[src/rtl/uctl_pkg.sv]
package uctl_pkg;
  localparam int UPC_W  = 7;
  localparam int UDEPTH = 1 << UPC_W;
  localparam int OP_W   = 4;
  localparam int ALU_W  = 4;

  typedef enum logic [1:0] {
    SQ_NEXT = 2'd0,
    SQ_DISP = 2'd1,
    SQ_RET  = 2'd2
  } seq_t;

  localparam logic [ALU_W-1:0] A_ADD = 4'd0;
  localparam logic [ALU_W-1:0] A_SUB = 4'd1;
  localparam logic [ALU_W-1:0] A_AND = 4'd2;
  localparam logic [ALU_W-1:0] A_OR  = 4'd3;
  localparam logic [ALU_W-1:0] A_SLL = 4'd4;
  localparam logic [ALU_W-1:0] A_SRL = 4'd5;

  localparam logic [1:0] B_REG = 2'd0;
  localparam logic [1:0] B_SX  = 2'd1;
  localparam logic [1:0] B_ZX  = 2'd2;

  localparam logic [UPC_W-1:0] U_FETCH = 7'h00;
  localparam logic [UPC_W-1:0] U_DEC   = 7'h01;
  localparam logic [UPC_W-1:0] U_NOP   = 7'h08;
  localparam logic [UPC_W-1:0] U_RF    = 7'h10;
  localparam logic [UPC_W-1:0] U_SLL   = 7'h20;
  localparam logic [UPC_W-1:0] U_SRL   = 7'h28;
  localparam logic [UPC_W-1:0] U_LW    = 7'h40;
  localparam logic [UPC_W-1:0] U_SW    = 7'h50;
  localparam logic [UPC_W-1:0] U_J     = 7'h58;
  localparam logic [UPC_W-1:0] U_BEQ   = 7'h60;
  localparam logic [UPC_W-1:0] U_ADDI  = 7'h68;
  localparam logic [UPC_W-1:0] U_SUBI  = 7'h70;
  localparam logic [UPC_W-1:0] U_ANDI  = 7'h78;
  localparam logic [UPC_W-1:0] U_ORI   = 7'h7C;

  typedef struct packed {
    seq_t             seq;
    logic             ir_wr;
    logic             pc_inc;
    logic             a_pc;
    logic [1:0]       b_sel;
    logic             use_func;
    logic [ALU_W-1:0] op;
    logic             reg_wr;
    logic             src_mem;
    logic             dst_fmt;
    logic             iord;
    logic             mem_wr;
    logic             pc_ld;
    logic             pc_ld_cond;
    logic             pc_jmp;
  } uword_t;

  localparam int UW_W = $bits(uword_t);

  function automatic uword_t uword_at(input logic [UPC_W-1:0] a);
    uword_t w;
    w     = '0;
    w.seq = SQ_RET;
    case (a)
      U_FETCH:      begin w.seq = SQ_NEXT; w.ir_wr = 1'b1; w.pc_inc = 1'b1; end
      U_DEC:        begin w.seq = SQ_DISP; w.a_pc = 1'b1; w.b_sel = B_SX; w.op = A_ADD; end
      U_NOP:        w.seq = SQ_RET;
      U_RF:         begin w.seq = SQ_NEXT; w.b_sel = B_REG; w.use_func = 1'b1; end
      U_RF + 7'd1:  w.reg_wr = 1'b1;
      U_SLL:        begin w.seq = SQ_NEXT; w.op = A_SLL; end
      U_SLL + 7'd1: begin w.reg_wr = 1'b1; w.dst_fmt = 1'b1; end
      U_SRL:        begin w.seq = SQ_NEXT; w.op = A_SRL; end
      U_SRL + 7'd1: begin w.reg_wr = 1'b1; w.dst_fmt = 1'b1; end
      U_LW:         begin w.seq = SQ_NEXT; w.b_sel = B_SX; w.op = A_ADD; end
      U_LW + 7'd1:  begin w.seq = SQ_NEXT; w.iord = 1'b1; end
      U_LW + 7'd2:  begin w.reg_wr = 1'b1; w.src_mem = 1'b1; end
      U_SW:         begin w.seq = SQ_NEXT; w.b_sel = B_SX; w.op = A_ADD; end
      U_SW + 7'd1:  begin w.iord = 1'b1; w.mem_wr = 1'b1; end
      U_J:          begin w.pc_ld = 1'b1; w.pc_jmp = 1'b1; end
      U_BEQ:        begin w.op = A_SUB; w.pc_ld_cond = 1'b1; end
      U_ADDI:       begin w.seq = SQ_NEXT; w.b_sel = B_SX; w.op = A_ADD; end
      U_ADDI + 7'd1: w.reg_wr = 1'b1;
      U_SUBI:       begin w.seq = SQ_NEXT; w.b_sel = B_SX; w.op = A_SUB; end
      U_SUBI + 7'd1: w.reg_wr = 1'b1;
      U_ANDI:       begin w.seq = SQ_NEXT; w.b_sel = B_ZX; w.op = A_AND; end
      U_ANDI + 7'd1: w.reg_wr = 1'b1;
      U_ORI:        begin w.seq = SQ_NEXT; w.b_sel = B_ZX; w.op = A_OR; end
      U_ORI + 7'd1: w.reg_wr = 1'b1;
      default:      w.seq = SQ_RET;
    endcase
    return w;
  endfunction
endpackage

[src/rtl/uctl_rom.sv]
module uctl_rom
  import uctl_pkg::*;
#(
  parameter int AW = UPC_W,
  parameter int DW = UW_W
) (
  input  logic          clk,
  input  logic          rst,
  input  logic [AW-1:0] addr_i,
  output logic [DW-1:0] q_o
);
  localparam int DEPTH = 1 << AW;

  logic [DW-1:0] mem [DEPTH];

  initial begin
    for (int i = 0; i < DEPTH; i++) mem[i] = DW'(uword_at(UPC_W'(i)));
  end

  always_ff @(posedge clk) begin
    if (rst) q_o <= mem[0];
    else     q_o <= mem[addr_i];
  end
endmodule

[src/rtl/uctl_dispatch.sv]
module uctl_dispatch
  import uctl_pkg::*;
#(
  parameter int OW = OP_W,
  parameter int AW = UPC_W
) (
  input  logic [OW-1:0] op_i,
  output logic [AW-1:0] origin_o
);
  always_comb begin
    case (op_i)
      4'd1:    origin_o = U_RF;
      4'd2:    origin_o = U_SLL;
      4'd3:    origin_o = U_SRL;
      4'd4:    origin_o = U_LW;
      4'd5:    origin_o = U_SW;
      4'd6:    origin_o = U_J;
      4'd7:    origin_o = U_BEQ;
      4'd8:    origin_o = U_ADDI;
      4'd9:    origin_o = U_SUBI;
      4'd10:   origin_o = U_ANDI;
      4'd11:   origin_o = U_ORI;
      default: origin_o = U_NOP;
    endcase
  end
endmodule

[src/rtl/uctl_seq.sv]
module uctl_seq
  import uctl_pkg::*;
#(
  parameter int AW = UPC_W
) (
  input  logic          clk,
  input  logic          rst,
  input  seq_t          seq_i,
  input  logic [AW-1:0] origin_i,
  output logic [AW-1:0] next_o
);
  logic [AW-1:0] upc_q;

  always_comb begin
    case (seq_i)
      SQ_NEXT: next_o = upc_q + AW'(1);
      SQ_DISP: next_o = origin_i;
      default: next_o = U_FETCH;
    endcase
  end

  always_ff @(posedge clk) begin
    if (rst) upc_q <= U_FETCH;
    else     upc_q <= next_o;
  end
endmodule

[src/rtl/uctl_top.sv]
module uctl_top
  import uctl_pkg::*;
(
  input  logic             clk,
  input  logic             rst,
  input  logic [OP_W-1:0]  op_i,
  input  logic [3:0]       func_i,
  output logic             ir_wr_o,
  output logic             pc_inc_o,
  output logic             alu_a_pc_o,
  output logic [1:0]       alu_b_sel_o,
  output logic [ALU_W-1:0] alu_op_o,
  output logic             reg_wr_o,
  output logic             reg_src_mem_o,
  output logic             reg_dst_fmt_o,
  output logic             iord_o,
  output logic             mem_wr_o,
  output logic             pc_ld_o,
  output logic             pc_ld_cond_o,
  output logic             pc_src_jmp_o
);
  logic [UPC_W-1:0] origin, next_addr;
  logic [UW_W-1:0]  q_raw;
  uword_t           uw;

  assign uw = uword_t'(q_raw);

  uctl_dispatch #(.OW(OP_W), .AW(UPC_W)) u_disp (
    .op_i(op_i), .origin_o(origin)
  );

  uctl_seq #(.AW(UPC_W)) u_seq (
    .clk(clk), .rst(rst), .seq_i(uw.seq), .origin_i(origin), .next_o(next_addr)
  );

  uctl_rom #(.AW(UPC_W), .DW(UW_W)) u_rom (
    .clk(clk), .rst(rst), .addr_i(next_addr), .q_o(q_raw)
  );

  assign ir_wr_o       = uw.ir_wr;
  assign pc_inc_o      = uw.pc_inc;
  assign alu_a_pc_o    = uw.a_pc;
  assign alu_b_sel_o   = uw.b_sel;
  assign alu_op_o      = uw.use_func ? func_i : uw.op;
  assign reg_wr_o      = uw.reg_wr;
  assign reg_src_mem_o = uw.src_mem;
  assign reg_dst_fmt_o = uw.dst_fmt;
  assign iord_o        = uw.iord;
  assign mem_wr_o      = uw.mem_wr;
  assign pc_ld_o       = uw.pc_ld;
  assign pc_ld_cond_o  = uw.pc_ld_cond;
  assign pc_src_jmp_o  = uw.pc_jmp;
endmodule

[config.mk]
export PLATFORM = sky130hd
export DESIGN_NAME = uctl_top
export DESIGN_NICKNAME = d
export VERILOG_FILES = /design/src/rtl/uctl_pkg.sv /design/src/rtl/uctl_rom.sv /design/src/rtl/uctl_dispatch.sv /design/src/rtl/uctl_seq.sv /design/src/rtl/uctl_top.sv
export SDC_FILE = /design/constraint.sdc
export NUM_CORES = 1
export LEC_CHECK = 0
export BUFFER_PORTS_ARGS = -buffer_cell sky130_fd_sc_hd__buf_2
export CORE_ASPECT_RATIO = 0.9
export CORE_MARGIN = 5
export CORE_UTILIZATION = 40
export CTS_BUF_LIST = sky130_fd_sc_hd__clkbuf_16
export DETAILED_ROUTE_END_ITERATION = 12
export HOLD_SLACK_MARGIN = 0.1
export PLACE_DENSITY = 0.59
export SLEW_MARGIN = 20
export SYNTH_ARGS = -nofsm -noshare
export SYNTH_HDL_FRONTEND = slang
export SYNTH_SLANG_ARGS = --single-unit
[constraint.sdc]
create_clock -name clk -period 2.35 [get_ports clk]
set_input_delay 0 -clock clk [delete_from_list [all_inputs] [get_ports clk]]
set_output_delay 0 -clock clk [all_outputs]
set_load 0.05 [all_outputs]
## Word-level counts from Yosys, hierarchy flattened

Memories as Yosys holds them, arrays and structs flattened.
Cells that the tools add are included.

- Muxes and demuxes: 3
- Equality and inequality tests: 1
- Reduce and logical (&&, ||, !) cells: 1
- Add/sub/neg operators: 1

Operators with widths:

| kind | number |
|---|---|
| $mux 20 | 1 |
| $pmux 7 s2 | 1 |
| $add 7x1->7 const B | 1 |
| $mux 4 | 1 |
| $eq 2x1->1 const B | 1 |
| $logic_not 2->1 | 1 |

- Memories: 2
- Bits of input ports: 10
- Register bits: 27
- Bits in read-only memories: 2,512

Memories:

| name | depth | width | rd ports | clocked after memory_dff | wr ports | line | RTL |
|---|---|---|---|---|---|---|---|
| u_rom.mem | 128 | 19 | 2 | 0 | 0 | uctl_rom.sv:14 | `logic [DW-1:0] mem [DEPTH];` |
| (name not given) | 16 | 5 | 1 | 0 | 0 | uctl_dispatch.sv:11 | `case (op_i)` |

## Longest topological paths before layout

An unclocked memory read counts as a cell.

- Word-level depth: 4
- Gate-level depth with buffers: 8

## Hierarchy

A second synthesis with hierarchy kept.

- Cell total of the unflattened synthesis: 149
- Area, all modules: 1,307.5 um2

By module, submodules not included:

| module | area an instance (um2) | cells each | instances |
|---|---|---|---|
| uctl_rom | 665.6 | 74 | 1 |
| uctl_seq | 417.9 | 47 | 1 |
| uctl_dispatch | 178.9 | 24 | 1 |
| uctl_top | 45.0 | 4 | 1 |

## Worst setup path after synthesis

Ideal clock, no wire load.

- Path kind: register to register
- Start: reg, netlist name u_rom.q_o[15]
- End: reg u_rom.q_o[19]
- Setup slack: 0.289 ns
- Stages on the path, launching flop included: 6
- Data arrival time: 1.922 ns
- Library setup time: 0.139 ns
- Cell sequence: dfxtp_1 > nand2b_4 > o32a_4 > maj3_2 > nor4_4 > a2111oi_2

RTL lines:

| element | line | RTL |
|---|---|---|
| end signal: assignment | uctl_rom.sv:21 | `if (rst) q_o <= mem[0];` |
| end signal: assignment | uctl_rom.sv:22 | `else q_o <= mem[addr_i];` |
| end: declaration | uctl_rom.sv:10 | `output logic [DW-1:0] q_o` |

==> flow_summary.json <==
{
  "n_antenna_cell": 0,
  "p_leak_nw": 0.6443,
  "synth_flop_cell": "dfxtp_1",
  "fin_nets": 177,
  "synth_edf_count": 0,
  "final_layout_size_suffix_gt1_share_pct": 31.68,
  "routed_wl_um": 2809,
  "worstReg2RegEnd": "u_rom.q_o[19]",
  "placed_area_mm2": 0.001403,
  "final_area_mm2": 0.001491,
  "min_period_over_period_pct": 87.09,
  "synth_nets": 151,
  "io-pin-count": 27,
  "crit_arrival_ns": 2.17,
  "p_sw_share_pct": 44.70,
  "tns_ns": 0,
  "ys_async_sr_fraction_pct": 0,
  "rsz0062_at_grt": "no",
  "min_to": "u_seq.upc_q[2]",
  "register_area_um2": 440.4,
  "ys_seq_area_share_pct": 34.71,
  "worstSkewPairLatency_ns": 0.25,
  "ys_seq_elements": 22,
  "dieWidth_um": 69.37,
  "r2r-start": "u_rom.q_o[15]",
  "cap_violations": 0,
  "num_vias": 1077,
  "regToRegSetupSlack_ns": 0.30,
  "switchingPower_w": 0.0007907,
  "pwr-share-clk_pct": 19.9,
  "clkTransAtPathRegs_ns": 0.06,
  "gp_congestion": 0.8935,
  "maxSlewHeadroom_pct": 66.23,
  "seqPwrFrac_pct": 29.3,
  "worstPathMaxFanout": 13,
  "fp.dieH_um": 63.43,
  "area_delta_synth_final_pct": 17.55,
  "startpoint_type": "flip-flop",
  "syn_area_mm2": 0.001269,
  "p_int_w": 0.0009782,
  "fillers": 301,
  "first_iter_violations": 27,
  "synth.distinct_cells": 50,
  "cts_buffers": 3,
  "row_count": 19,
  "multiInputGateArea_um2": 753.2,
  "layout_setup_ws_ns": 0.3033,
  "antenna_found_initial": 0,
  "gr-total-overflow": 0,
  "grt_pass1_vias": 1005,
  "cellPowerDensity_mw_per_mm2": 1186,
  "drcViolationCount": 0,
  "dp_hpwl_um": 2240,
  "core_area_mm2": 0.003043,
  "whs_ns": 0.3453,
  "holdCritPathClass": "primary input to flip-flop",
  "skew_ns": 0.005284,
  "grt_usage_pct": 13.76,
  "start_util_pct": 41.69,
  "cts.path.max_buffers": 2,
  "viasPerCell": 5.305,
  "h-tree-depth": 1,
  "cp-startpoint": "u_rom.q_o[15]",
  "yosysWarnings": 0,
  "fmax_mhz": 488.6,
  "port_buffers": 26,
  "dp_worst_setup_slack_ns": 0.3213,
  "vdd_ir_drop_max_mv": 0.5703,
  "cts.root.buffer_cell": "clkbuf_16",
  "path_class": "flip-flop to flip-flop",
  "die-area_mm2": 0.004400,
  "hp-start": "op_i[3]",
  "hold_violations": 0,
  "final_antenna_net_count": 0,
  "wl_per_cell_um": 13.84,
  "pwr-share-comb_pct": 50.8,
  "hold_path_depth": 5,
  "end_kind": "flip-flop",
  "grt_pass1_wl_um": 4933,
  "syn_inst": 136,
  "power_w": 0.001769,
  "status": "finished, final reports clean",
  "critPathRequiredTime_ns": 2.48,
  "first_pass_iters": 4,
  "worst_pin_slew_ns": 0.5038,
  "setup_viol": 0,
  "cts_sinks": 22,
  "grt_start_max_net_pins": 14,
  "reg2regPathDepth": 5,
  "final.min_clock_period_ns": 2.047,
  "postSynthAreaPerCell_um2": 9.329,
  "drv_slew": 0,
  "cts_tree": "built"
}
==> flip-flops by register name, summed over array words and instances, names as in the netlist <==
name	cells
u_seq.upc_q	7
u_rom.q_o	15
==> power groups by stage <==
stage	logic [W]	clock network, W	registers [W]
floorplan	0.000680	0	0.000563
detailed placement	0.000882	0	0.000528
finish	0.000899	0.000351	0.000519
CTS	0.000890	0.000360	0.000520
global route	0.000978	0.000381	0.000535
global placement	0.000885	0	0.000526
==> cells in the final DEF, fill, tap and decap left out, types with 2 or more instances in the layout <==
master     instances
nor2_2             3
nor4_1             3
clkbuf_16          3
nand2b_1           2
a211oi_1           3
dfxtp_1           22
buf_2             26
o21ai_0            2
nand3_1            8
nor3b_1            2
nor2_1            17
xor2_1             2
nand4b_1           2
a21boi_1           2
inv_1              3
inv_2              2
nand3b_1           4
a21oi_1            3
o21bai_1           2
mux2_2             3
nor3_1             7
o21a_1             2
nand2_1            5
ha_1               5
==> cell families after synthesis <==
kind of cell,share of synthesized area [%]
xor gates and xnor gates,2.071
muxes,3.747
AOI/OAI and AO/OA,17.16
and+or+nand+nor,30.57
DFF,34.71
adders and majority gates,5.818
buffers and inverters,5.917
==> worst max-delay path, stage by stage (launching register included) <==
cell	delay (ns)
dfxtp_1	0.63
nand2b_4	0.13
o32a_4	0.44
maj3_2	0.35
nor4_4	0.30
a2111oi_2	0.07
==> what timing repair did <==
action | in CTS | in global routing
hold endpoints to repair | 6 | 0
endpoints found under the setup margin | 0 | 0
hold buffers | 1 | 0
buffers inserted | 0 | 0
resized for setup | 0 | 0
==> metal layers <==
metal,part of all wire [%],track usage (%),routed length [µm]
met3,7.7,4.928,215
met4,0.82,3.171,23
met1,48,18.16,1342
met5,0,0,0
met2,44,21.43,1228
==> area by class of cell <==
type | instances | share of cell area (%)
multi-input combinational | 102 | 50.50
sequential | 22 | 29.53
timing repair buffer | 28 | 9.899
clock buffer | 3 | 5.034
tap | 42 | 3.523
inverter | 5 | 1.258
clock inverter | 1 | 0.2517
==> Yosys cell counts (2+ instances only) <==
library cell	n	area [µm²]
ha_1	5	62.56
nor2_1	17	63.81
nor2_2	3	18.77
nand3_1	8	40.04
xor2_1	2	17.52
o21bai_1	2	15.01
nand2_1	5	18.77
dfxtp_1	22	440.4
a21boi_1	2	15.01
a21oi_1	3	15.01
a211oi_1	3	22.52
inv_1	3	11.26
nor3_1	7	35.03
mux2_2	3	33.78
o21a_1	2	15.01
nor4_1	3	18.77
nor3b_1	2	15.01
nand3b_1	4	30.03
buf_6	2	22.52
buf_4	4	30.03
o21ai_0	2	10.01
nand4b_1	2	17.52
nand2b_1	2	12.51
inv_2	2	7.510
==> through the flow <==
stage / std cells / utilization, %
floorplan: 136 / -
global placement: 198 / 46.09
detailed placement: 198 / 46.09
CTS: 203 / 49.01
global route: 203 / 49.01
finish: 203 / 49.01
==> how the worst max path moves through the flow <==
stage                               end  slack, ns  cells after the start
final                     u_rom.q_o[19]       0.30                      5
after detailed placement  u_rom.q_o[17]       0.32                      7
after floorplan           u_rom.q_o[19]       0.29                      5
after CTS                 u_rom.q_o[19]       0.30                      5
after global routing      u_rom.q_o[17]       0.13                      7
after global placement    u_rom.q_o[17]       0.31                      7
Power figures use the tool's default switching activity.
